<file path="src/rtl/fpfx_pkg.sv">
package fpfx_pkg;
  typedef enum logic [1:0] {
    RM_NEAREST = 2'b00,
    RM_ZERO    = 2'b01,
    RM_PLUS    = 2'b10,
    RM_MINUS   = 2'b11
  } rmode_e;

  localparam int FLG_OVF = 0;
  localparam int FLG_UDF = 1;
  localparam int FLG_INX = 2;
  localparam int FLG_UIM = 3;
  localparam int NFLG    = 4;
endpackage

</file>
<file path="src/rtl/fpfx_ovf_sel.sv">
module fpfx_ovf_sel
  import fpfx_pkg::*;
#(
  parameter int EXP_W = 8,
  parameter int MAN_W = 23,
  localparam int W = 1 + EXP_W + MAN_W
) (
  input  logic         sign,
  input  logic [1:0]   mode,
  output logic [W-1:0] sat_val
);
  logic to_inf;
  logic [W-1:0] inf_val;
  logic [W-1:0] max_val;

  always_comb begin
    unique case (rmode_e'(mode))
      RM_NEAREST: to_inf = 1'b1;
      RM_ZERO:    to_inf = 1'b0;
      RM_PLUS:    to_inf = !sign;
      RM_MINUS:   to_inf = sign;
      default:    to_inf = 1'b1;
    endcase
    inf_val = {sign, {EXP_W{1'b1}}, {MAN_W{1'b0}}};
    max_val = {sign, {(EXP_W-1){1'b1}}, 1'b0, {MAN_W{1'b1}}};
    sat_val = to_inf ? inf_val : max_val;
  end
endmodule

</file>
<file path="src/rtl/fpfx_decide.sv">
module fpfx_decide
  import fpfx_pkg::*;
#(
  parameter int EXP_W = 8,
  parameter int MAN_W = 23,
  localparam int W = 1 + EXP_W + MAN_W
) (
  input  logic            sign,
  input  logic            ovf,
  input  logic            udf,
  input  logic [1:0]      mode,
  input  logic            ovf_en,
  input  logic            udf_en,
  input  logic            dn,
  input  logic [W-1:0]    data,
  output logic [W-1:0]    res_data,
  output logic            res_we,
  output logic            res_trap,
  output logic [NFLG-1:0] res_flags
);
  logic [W-1:0] sat_val;

  fpfx_ovf_sel #(.EXP_W(EXP_W), .MAN_W(MAN_W)) u_sel (
    .sign    (sign),
    .mode    (mode),
    .sat_val (sat_val)
  );

  always_comb begin
    res_data  = data;
    res_we    = 1'b1;
    res_trap  = 1'b0;
    res_flags = '0;
    if (ovf) begin
      res_flags[FLG_OVF] = 1'b1;
      if (ovf_en) begin
        res_we   = 1'b0;
        res_trap = 1'b1;
      end else begin
        res_data           = sat_val;
        res_flags[FLG_INX] = 1'b1;
      end
    end else if (udf) begin
      res_flags[FLG_UDF] = 1'b1;
      if (udf_en) begin
        res_we   = 1'b0;
        res_trap = 1'b1;
      end else if (dn) begin
        res_data = {sign, {(W-1){1'b0}}};
      end else begin
        res_we             = 1'b0;
        res_trap           = 1'b1;
        res_flags[FLG_UIM] = 1'b1;
      end
    end
  end
endmodule

</file>
<file path="src/rtl/fpfx_status.sv">
module fpfx_status
  import fpfx_pkg::*;
(
  input  logic            clk,
  input  logic            rst_n,
  input  logic            set_en,
  input  logic [NFLG-1:0] set_bits,
  input  logic            trap_in,
  input  logic            clr,
  output logic [NFLG-1:0] flags,
  output logic            trap_req
);
  for (genvar g = 0; g < NFLG; g++) begin : g_flag
    always_ff @(posedge clk or negedge rst_n) begin
      if (!rst_n)                    flags[g] <= 1'b0;
      else if (set_en && set_bits[g]) flags[g] <= 1'b1;
      else if (clr)                  flags[g] <= 1'b0;
    end
  end

  always_ff @(posedge clk or negedge rst_n) begin
    if (!rst_n) trap_req <= 1'b0;
    else        trap_req <= set_en && trap_in;
  end
endmodule

</file>
<file path="src/rtl/fpfx_handler.sv">
module fpfx_handler
  import fpfx_pkg::*;
#(
  parameter int EXP_W = 8,
  parameter int MAN_W = 23,
  localparam int W = 1 + EXP_W + MAN_W
) (
  input  logic            clk,
  input  logic            rst_n,
  input  logic            in_valid,
  output logic            in_ready,
  input  logic            in_sign,
  input  logic            in_ovf,
  input  logic            in_udf,
  input  logic [W-1:0]    in_data,
  input  logic [1:0]      rnd_mode,
  input  logic            ovf_trap_en,
  input  logic            udf_trap_en,
  input  logic            flush_dn,
  output logic            out_valid,
  input  logic            out_ready,
  output logic [W-1:0]    out_data,
  output logic            out_we,
  input  logic            flags_clr,
  output logic [NFLG-1:0] flags,
  output logic            trap_req
);
  logic            accept;
  logic [W-1:0]    d_data;
  logic            d_we;
  logic            d_trap;
  logic [NFLG-1:0] d_flags;

  assign in_ready = !out_valid || out_ready;
  assign accept   = in_valid && in_ready;

  fpfx_decide #(.EXP_W(EXP_W), .MAN_W(MAN_W)) u_dec (
    .sign      (in_sign),
    .ovf       (in_ovf),
    .udf       (in_udf),
    .mode      (rnd_mode),
    .ovf_en    (ovf_trap_en),
    .udf_en    (udf_trap_en),
    .dn        (flush_dn),
    .data      (in_data),
    .res_data  (d_data),
    .res_we    (d_we),
    .res_trap  (d_trap),
    .res_flags (d_flags)
  );

  fpfx_status u_stat (
    .clk      (clk),
    .rst_n    (rst_n),
    .set_en   (accept),
    .set_bits (d_flags),
    .trap_in  (d_trap),
    .clr      (flags_clr),
    .flags    (flags),
    .trap_req (trap_req)
  );

  always_ff @(posedge clk or negedge rst_n) begin
    if (!rst_n) begin
      out_valid <= 1'b0;
      out_data  <= '0;
      out_we    <= 1'b0;
    end else if (accept) begin
      out_valid <= 1'b1;
      out_data  <= d_data;
      out_we    <= d_we;
    end else if (out_ready) begin
      out_valid <= 1'b0;
      out_we    <= 1'b0;
    end
  end
endmodule

</file>
<file path="config.mk">
export PLATFORM = sky130hd
export DESIGN_NAME = fpfx_handler
export DESIGN_NICKNAME = d
export VERILOG_FILES = /design/src/rtl/fpfx_pkg.sv /design/src/rtl/fpfx_ovf_sel.sv /design/src/rtl/fpfx_decide.sv /design/src/rtl/fpfx_status.sv /design/src/rtl/fpfx_handler.sv
export SDC_FILE = /design/constraint.sdc
export NUM_CORES = 1
export LEC_CHECK = 0
export CORE_MARGIN = 2
export CORE_UTILIZATION = 61
export CTS_CLUSTER_DIAMETER = 40
export CTS_CLUSTER_SIZE = 25
export DETAILED_ROUTE_END_ITERATION = 8
export DONT_BUFFER_PORTS = 1
export PLACE_DENSITY = 0.77
export RECOVER_POWER = 50
export SKIP_LAST_GASP = 1
export SYNTH_ARGS = -nofsm -noshare
export SYNTH_HDL_FRONTEND = slang
export SYNTH_SLANG_ARGS = --single-unit
</file>
<file path="constraint.sdc">
create_clock -name clk -period 1.5 [get_ports clk]
set_input_delay 0.3 -clock clk [delete_from_list [all_inputs] [get_ports clk]]
set_output_delay 0.3 -clock clk [all_outputs]
set_load 0.01 [all_outputs]
</file>
Yosys cells after proc, flatten, opt, wreduce, memory -nomap -nowiden
Cells that the tools add are included.
Storage, ports and cells
  register bits after elaboration: 39
  input port bits: 45
  output and inout port bits: 40
  logic and storage cells: 58
Cells by class
  equality and inequality tests: 3
  multiplexer cells: 32
  reduce and logical (&&, ||, !) cells: 15
Operator list (count)
  2-to-1 mux 32 bit: 5
  2-to-1 mux 1 bit: 25
  2-to-1 mux 24 bit: 1
  nonzero test 2 bit: 5
  logical AND 1 bit: 6
  equality test 2 bit (second input constant): 2
  one-hot mux 1 bit (4 select lines): 1
  equality test 2 x 1 -> 1 bit (second input constant): 1
  logical NOT 1 bit: 2
  logical NOT 2 bit: 1
  logical OR 1 bit: 1

Longest topological paths before layout
Gate-level depths: netlist (run 1).
  word-level depth: 6
  gate-level depth with buffers: 6

Modules after synthesis
From an unflattened synthesis (run 1), not the netlist that was laid out.
Second synthesis, totals
  cells, all modules: 181
  area total of the unflattened synthesis: 2321.0 sq um
By module, submodules not included
  fpfx_handler: times used 1, cells an instance 76, area an instance 1437.6 sq um
  fpfx_decide: times used 1, cells an instance 52, area an instance 441.7 sq um
  fpfx_ovf_sel: times used 1, cells an instance 35, area an instance 260.2 sq um
  fpfx_status: times used 1, cells an instance 18, area an instance 181.4 sq um

Worst setup path before layout (run 1)
OpenSTA, ideal clock, no wires.
  kind: input to register
  start point: input port udf_trap_en
  end point: register out_data[10]
  arrival: 1255 ps
  setup slack: 123 ps
  cell stages on the path: 6
  buffers on the path: 3
  path through: nand4bb_1 -> buf_2 -> and3_4 -> buf_6 -> buf_6 -> a32o_1
On the way
  longest elaborated chain between the ends: 3
Ends and longest elaborated chain
  start: declaration: line fpfx_handler.sv:18  | input logic udf_trap_en,
  2-to-1 mux 32 bit: line fpfx_decide.sv:45  | if (udf_en) begin
  2-to-1 mux 32 bit: line fpfx_decide.sv:43  | end else if (udf) begin
  2-to-1 mux 32 bit: line fpfx_decide.sv:34  | if (ovf) begin
  end signal: assignment: line fpfx_handler.sv:70  | out_data <= d_data;
  end: declaration: line fpfx_handler.sv:22  | output logic [W-1:0] out_data,
No other way between the ends.
A chain may end at the register's enable or synchronous reset.

Worst setup path in the final report (run 1)
  start point: register out_valid
  end point: output port in_ready
On the way
  longest elaborated chain between the ends: 2
Ends and longest elaborated chain
  start: declaration: line fpfx_handler.sv:20  | output logic out_valid,
  start signal: assignment: line fpfx_handler.sv:65  | out_valid <= 1'b0;
  start signal: assignment: line fpfx_handler.sv:69  | out_valid <= 1'b1;
  start signal: assignment: line fpfx_handler.sv:73  | out_valid <= 1'b0;
  logical NOT 1 bit: line fpfx_handler.sv:34  | assign in_ready = !out_valid || out_ready;
  logical OR 1 bit: line fpfx_handler.sv:34
  end: declaration: line fpfx_handler.sv:11  | output logic in_ready,
No other way between the ends.

==> impl_summary.log, run 1 <==
INFO  metric critPathKind = flop to output port
INFO  metric worstSetupEndpointType = output port
INFO  metric min_path_cells = 1
INFO  metric die_w = 58.2 um
INFO  metric synth_sequential_area_ratio = 54.5%
INFO  metric place_worst_setup_slack = 0.216 ns
INFO  metric antenna_found_initial = 0
INFO  metric worst_r2r_startpoint = out_valid$_DFFE_PN0P_
INFO  metric antenna_violating_nets_post_route = 0
INFO  metric final_slew_violations = 0
INFO  metric powerDensity = 1190 nW/um2
INFO  metric post_synth_main_area_contributors = sky130_fd_sc_hd__dfrtp_1, sky130_fd_sc_hd__a32o_1, sky130_fd_sc_hd__nand2b_1
INFO  metric yosysTopAreaCell = sky130_fd_sc_hd__dfrtp_1
INFO  metric place_hpwl = 2530 um
INFO  metric min_from = udf_trap_en
INFO  metric starting_density_of_the_core = 64.4%
INFO  metric placed_cell_area = 1820 um2
INFO  metric multiInputGateArea = 691 um2
INFO  metric netlist_area_before_placement = 1790 um2
INFO  metric cts-root-to-sink-buffers = 2
INFO  metric detailed_route_drc_error_count = 0
INFO  metric post-synth-top-count-cell = sky130_fd_sc_hd__dfrtp_1
INFO  metric yosys_most_used_dff = sky130_fd_sc_hd__dfrtp_1
INFO  metric drive_above_1_share = 13.2%
INFO  metric outcome = finished clean
INFO  metric fmax = 0.744 GHz
INFO  metric die_height = 58.2 um
INFO  metric crit_path_max_fanout = 7
INFO  metric wire_length_of_the_first_global_routing_pass = 5710 um
INFO  metric timing.final.ws_setup = 0.156 ns
INFO  metric routed_via_density = 6.57
INFO  metric cts_root_buffer = sky130_fd_sc_hd__clkbuf_4
INFO  metric reg2reg_to = out_data[23]$_DFFE_PN0P_
INFO  metric synthesis.area_per_instance = 11.5 um2
INFO  metric gate_count_post_synth = 156
INFO  metric clock_skew = 0.00899 ns
INFO  metric placed_cells_incl_taps = 180
INFO  metric fillerInstances = 211
INFO  metric rsz0062_at_grt = no
INFO  metric clock_tree_from_tritoncts = done
INFO  metric wire_per_inst = 19.0 um
INFO  metric ir_drop = 1050 uV
INFO  metric hp-class = input pin to flop
INFO  metric tightestPinTransition = 0.918 ns
INFO  metric cts_made_buffers = 5
INFO  metric reg2regPathDepth = 4
INFO  metric worstHoldEndpoint = u_stat.flags[3]$_DFFE_PN0P_
INFO  metric dieArea = 3380 um2
INFO  metric cp.arrival = 1.04 ns
INFO  metric postCtsResizedCells = 0
INFO  metric ys.warnings.count = 0
INFO  metric timing.critical_path.required = 1.20 ns
INFO  metric fin_cells = 190
INFO  metric setup-violations-final = 0
INFO  metric dr.pass1.iters = 4
INFO  metric timing_hold_violations_final = 0
INFO  metric floorplan.io_pins = 85
INFO  metric area_growth_syn_to_layout = 6.50%
INFO  metric synth_edf_count = 0
INFO  metric worst-r2r-setup-slack = 0.21 ns
INFO  metric cts.repair_timing.setup_buffer_count = 0
INFO  metric first_global_vias = 1307
INFO  metric synth.ff_latch_count = 39
INFO  metric globalplace.congestion = 0.788
INFO  metric post-route-min-period = 1.34 ns
INFO  metric row_count = 19
INFO  metric via_count = 1248
INFO  metric layout.area.seq = 976 um2
INFO  metric drt_wl_total = 3600 um
INFO  metric diodes = 0
INFO  metric track_usage = 22.5%
INFO  metric overflow = 0
INFO  metric ys_types = 30
INFO  metric synth.net_count = 201
INFO  metric core = 2780 um2
INFO  metric drtIter0Drc = 73
INFO  metric nets = 203
INFO  metric cap_viol_max_count = 0
INFO  metric clk_transition_reported_paths = 0.11 ns
INFO  metric timing.critical_path.from_type = flop
INFO  metric final_core_utilization = 68.6%
INFO  metric pin_count_of_the_biggest_net_entering_global_routing = 40
INFO  metric buffer_ports.inserted = 0
INFO  metric min_period_over_period = 89.6%
INFO  metric async_reset_ff_share = 100%
INFO  metric power_leakage = 0.824 nW
INFO  metric timing.slew.headroom = 38.8%
INFO  metric setup_tns = 0 ns
INFO  metric cts_sinks = 39
INFO  metric synth.top_cells.by_count = sky130_fd_sc_hd__dfrtp_1, sky130_fd_sc_hd__nand2b_1, sky130_fd_sc_hd__a32o_1
INFO  metric cts_htree_levels = 2
INFO  metric insertion_delay = 0.33 ns
INFO  metric finish.instance_area = 1910 um2
INFO  metric synth.top_cell.area_share = 54.5%
-- how the worst max path moves through the flow --
stage | startpoint | endpoint | slack (ns) | depth (start not counted)
after detailed placement | out_valid$_DFFE_PN0P_ | out_data[23]$_DFFE_PN0P_ | 0.22 | 4
final | out_valid$_DFFE_PN0P_ | in_ready | 0.16 | 2
after global placement | udf_trap_en | out_data[22]$_DFFE_PN0P_ | 0.29 | 3
after global routing | out_valid$_DFFE_PN0P_ | in_ready | 0.10 | 2
after floorplan | udf_trap_en | out_data[10]$_DFFE_PN0P_ | 0.12 | 6
after CTS | out_valid$_DFFE_PN0P_ | in_ready | 0.13 | 2
-- final cells by class --
cell class                      count  share of cell area (%)
Clock inverter                      1                   0.394
Tap cell                           31                    2.03
Timing Repair Buffer               10                    4.59
Multi-Input combinational cell     91                    36.2
Clock buffer                        7                    3.41
Sequential cell                    39                    51.2
Inverter                           11                    2.17
-- placed cells by master (no fill, tap or decap), types with 2 or more instances in the layout --
cell / n
sky130_fd_sc_hd__o2111ai_1: 7
sky130_fd_sc_hd__buf_4: 7
sky130_fd_sc_hd__nand2b_1: 28
sky130_fd_sc_hd__inv_1: 11
sky130_fd_sc_hd__dfrtp_1: 39
sky130_fd_sc_hd__clkbuf_8: 2
sky130_fd_sc_hd__mux2_2: 2
sky130_fd_sc_hd__o21ai_1: 7
sky130_fd_sc_hd__o22ai_1: 3
sky130_fd_sc_hd__a21oi_1: 2
sky130_fd_sc_hd__a32o_1: 23
sky130_fd_sc_hd__nor2b_1: 3
sky130_fd_sc_hd__clkbuf_4: 5
-- where the power goes --
part	internal [mW]	switching [mW]	total, mW
clock network	0.274	0.320	0.594
logic	0.160	0.154	0.315
registers	1.20	0.172	1.37
total	1.63	0.646	2.28
-- worst max-delay path, cell delays in order, from the launching register on --
cell and delay [ns]:
sky130_fd_sc_hd__dfrtp_1 0.39, sky130_fd_sc_hd__nand2b_1 0.13, sky130_fd_sc_hd__buf_4 0.19
-- routing by layer --
metal	up-vias	share of wire [%]	track usage, %
li1	579	-	-
met1	600	38	24.9
met2	64	51	40.6
met3	5	9.9	8.48
met4	0	1.1	5.98
met5	-	0	0
-- metrics by stage --
| step | total power, mW | hold slack (ns) |
|---|---|---|
| 2_1_floorplan | 1.61 | 0.00441 |
| 3_3_place_gp | 1.67 | 0.00514 |
| 3_5_place_dp | 1.69 | 0.00517 |
| 4_1_cts | 2.32 | 0.0402 |
| 5_1_grt | 2.40 | 0.0394 |
| 6_report | 2.28 | 0.0563 |
-- kinds of logic after synthesis --
family | Yosys count | share of synthesized area [%]
simple gates | 40 | 14.3
flops | 39 | 54.5
buf+inv | 26 | 6.92
compound gates | 49 | 23.1
mux | 2 | 1.26
-- sequential cells by signal, indices dropped and copies added (netlist names) --
signal / count
u_stat.trap_req: 1
out_valid: 1
out_we: 1
u_stat.flags: 4
out_data: 32
-- timing repair --
item	in CTS	in global routing
endpoints found under the hold margin	39	0
endpoints found under the setup margin	0	0
hold buffers	2	0
Power figures use the tool's default switching activity.
==> inputs of run 2 (changes only) <==
--- a/constraint.sdc
+++ b/constraint.sdc
@@ -3,2 +3,2 @@
 set_output_delay 0.3 -clock clk [all_outputs]
-set_load 0.01 [all_outputs]
+set_load 0.005 [all_outputs]
==> impl_summary.log, run 2 (synthesis gave the netlist of run 1 again) <==
INFO  metric dieArea = 3380 um2 (unchanged)
INFO  metric drt_wl_total = 3840 um (+6.7%)
INFO  metric ir_drop = 903 uV (-14%)
INFO  metric postCtsResizedCells = 0 (unchanged)
INFO  metric starting_density_of_the_core = 64.4% (unchanged)
INFO  metric wire_per_inst = 20.3 um (+7.3%)
INFO  metric die_height = 58.2 um (unchanged)
INFO  metric min_period_over_period = 90.9% (+1.3 points)
INFO  metric drive_above_1_share = 11.4% (-1.8 points)
INFO  metric power_leakage = 0.811 nW (-1.6%)
INFO  metric cap_viol_max_count = 0 (unchanged)
INFO  metric overflow = 0 (unchanged)
INFO  metric largest_incremental_delay_on_the_critical_path = 0.41 ns (+0.02 ns)
INFO  metric cts_htree_levels = 2 (unchanged)
INFO  metric place_hpwl = 2660 um (+5.2%)
INFO  metric worstPathCellList = nand2b_1 > buf_4 > and2_0 > a31oi_1
INFO  metric largest_register_ff_count = 32 (unchanged)
INFO  metric cts_made_buffers = 5 (unchanged)
INFO  metric rsz0062_at_grt = no
INFO  metric cts_root_buffer = sky130_fd_sc_hd__clkbuf_4
INFO  metric timing.hold.ws = 0.0567 ns (+0.000370 ns)
INFO  metric detailed_route_drc_error_count = 0 (unchanged)
INFO  metric pin_count_of_the_biggest_net_entering_global_routing = 40 (unchanged)
INFO  metric core = 2780 um2 (unchanged)
INFO  metric powerDensity = 1140 nW/um2 (-4.9%)
INFO  metric crit_path_max_delay_cell_type = sky130_fd_sc_hd__dfrtp_1
INFO  metric via_count = 1260 (+0.96%)
INFO  metric area_growth_syn_to_layout = 4.82%
INFO  metric critPathKind = flop to flop
INFO  metric drtIter0Drc = 53 (-27%)
INFO  metric globalplace.congestion = 0.771 (-2.2%)
INFO  metric clock_tree_from_tritoncts = done
INFO  metric timing.critical_path.from_type = flop
INFO  metric insertion_delay = 0.34 ns (about the same)
INFO  metric fin_cells = 189 (-0.53%)
INFO  metric wire_length_of_the_first_global_routing_pass = 6150 um (+7.7%)
INFO  metric diodes = 0 (unchanged)
INFO  metric first_global_vias = 1308 (+0.077%)
INFO  metric setup_tns = 0 ns (unchanged)
INFO  metric die_w = 58.2 um (unchanged)
INFO  metric dr.pass1.iters = 5 (+1)
INFO  metric routed_via_density = 6.67 (+1.5%)
INFO  metric antenna_found_initial = 0 (unchanged)
INFO  metric row_count = 19 (unchanged)
INFO  metric layout.cells.most_common = sky130_fd_sc_hd__dfrtp_1
INFO  metric fillerInstances = 226 (+7.1%)
INFO  metric clk_transition_reported_paths = 0.11 ns (about the same)
INFO  metric floorplan.io_pins = 85 (unchanged)
INFO  metric design_power_total = 2.13 mW (-6.4%)
INFO  metric antenna_violating_nets_post_route = 0 (unchanged)
INFO  metric multiInputGateArea = 691 um2 (unchanged)
INFO  metric layout.area.seq = 976 um2 (unchanged)
INFO  metric hp-class = input pin to flop
INFO  metric cts-root-to-sink-buffers = 2 (unchanged)
INFO  metric cp.arrival = 1.57 ns (+0.53 ns)
INFO  metric tightestPinTransition = 0.940 ns (+0.0222 ns)
INFO  metric timing.critical_path.required = 1.71 ns (+0.51 ns)
INFO  metric track_usage = 24.2% (+1.7 points)
INFO  metric timing_hold_violations_final = 0 (unchanged)
INFO  metric timing.slew.headroom = 37.3% (-1.5 points)
INFO  metric fmax = 0.733 GHz (-1.4%)
INFO  metric register_with_the_highest_flop_count = out_data
INFO  metric worstSetupEndpointType = flop
INFO  metric clock_skew = 0.00489 ns (-0.00410 ns)
INFO  metric final_slew_violations = 0 (unchanged)
INFO  metric outcome = finished clean
INFO  metric placed_cells_incl_taps = 179 (-0.56%)
INFO  metric crit_path_max_fanout = 8 (+1)
INFO  metric final_core_utilization = 67.5% (-1.1 points)
INFO  metric setup-violations-final = 0 (unchanged)
INFO  metric top_flop_regs = out_data (32), u_stat.flags (4)
INFO  metric most-common-layout-cells = sky130_fd_sc_hd__dfrtp_1, sky130_fd_sc_hd__nand2b_1, sky130_fd_sc_hd__a32o_1, sky130_fd_sc_hd__inv_1
INFO  metric post-route-min-period = 1.36 ns (+0.0192 ns)
INFO  metric nets = 202 (-0.49%)
INFO  metric cts_sinks = 39 (unchanged)
INFO  metric buffer_ports.inserted = 0 (unchanged)
-- run 2: through the flow --
| stage | instance area, um2 | worst slack (ns) |
|---|---|---|
| 4_1_cts | 1890 | 0.152 |
| 5_1_grt | 1880 | 0.0572 |
| 2_1_floorplan | 1790 | 0.123 |
| 3_5_place_dp | 1810 | 0.165 |
| 3_3_place_gp | 1810 | 0.216 |
| 6_report | 1880 | 0.137 |
-- run 2: per-layer routing --
| metal | routed length, um | track usage, % | vias to the layer above |
|---|---|---|---|
| met2 | 1970 | 40.6 | 69 |
| met3 | 330 | 7.59 | 4 |
| met4 | 26 | 7.31 | 0 |
| met1 | 1520 | 30.1 | 609 |
| li1 | - | - | 578 |
| met5 | 0 | 0 | - |
-- run 2: path summary, 6_finish.rpt --
| check | endpoint | cells after the start | startpoint | slack (ns) |
|---|---|---|---|---|
| worst max-delay path | out_data[23]$_DFFE_PN0P_ | 4 | out_valid$_DFFE_PN0P_ | 0.14 |
| worst min-delay path | u_stat.flags[3]$_DFFE_PN0P_ | 1 | udf_trap_en | 0.06 |
| worst max register to register | out_data[23]$_DFFE_PN0P_ | 4 | out_valid$_DFFE_PN0P_ | 0.14 |
| worst min register to register | out_data[15]$_DFFE_PN0P_ | 1 | out_data[15]$_DFFE_PN0P_ | 0.53 |
| max in group asynchronous | out_data[7]$_DFFE_PN0P_ | 2 | rst_n | 0.25 |
| min in group asynchronous | out_data[15]$_DFFE_PN0P_ | 2 | rst_n | 0.66 |
-- run 2: timing repair --
action,4_1_cts,5_1_grt
setup buffers,0,0
hold buffers,2,0
hold endpoints to repair,39,0
-- run 2: where the power goes --
part	switching [mW]	total [mW]	leakage, nW	internal [mW]
Sequential	0.119	1.31	0.479	1.20
Combinational	0.157	0.316	0.303	0.159
Clock	0.319	0.502	0.0293	0.183
-- run 2: final cells by class --
cell class / count / area share [%]
multi-input combinational: 91 / 36.8
tap: 31 / 2.07
timing repair buffer: 9 / 4.27
inverter: 11 / 2.20
clock inverter: 1 / 0.267
sequential: 39 / 52.0
clock buffer: 7 / 2.40
-- run 2: critical path: cells and delay by family (launching register included) --
family | cells | cell delay [ns]
AOI/OAI and AO/OA | 1 | 0.13
buffers and inverters | 1 | 0.17
and+or+nand+nor | 2 | 0.52
DFF | 1 | 0.41
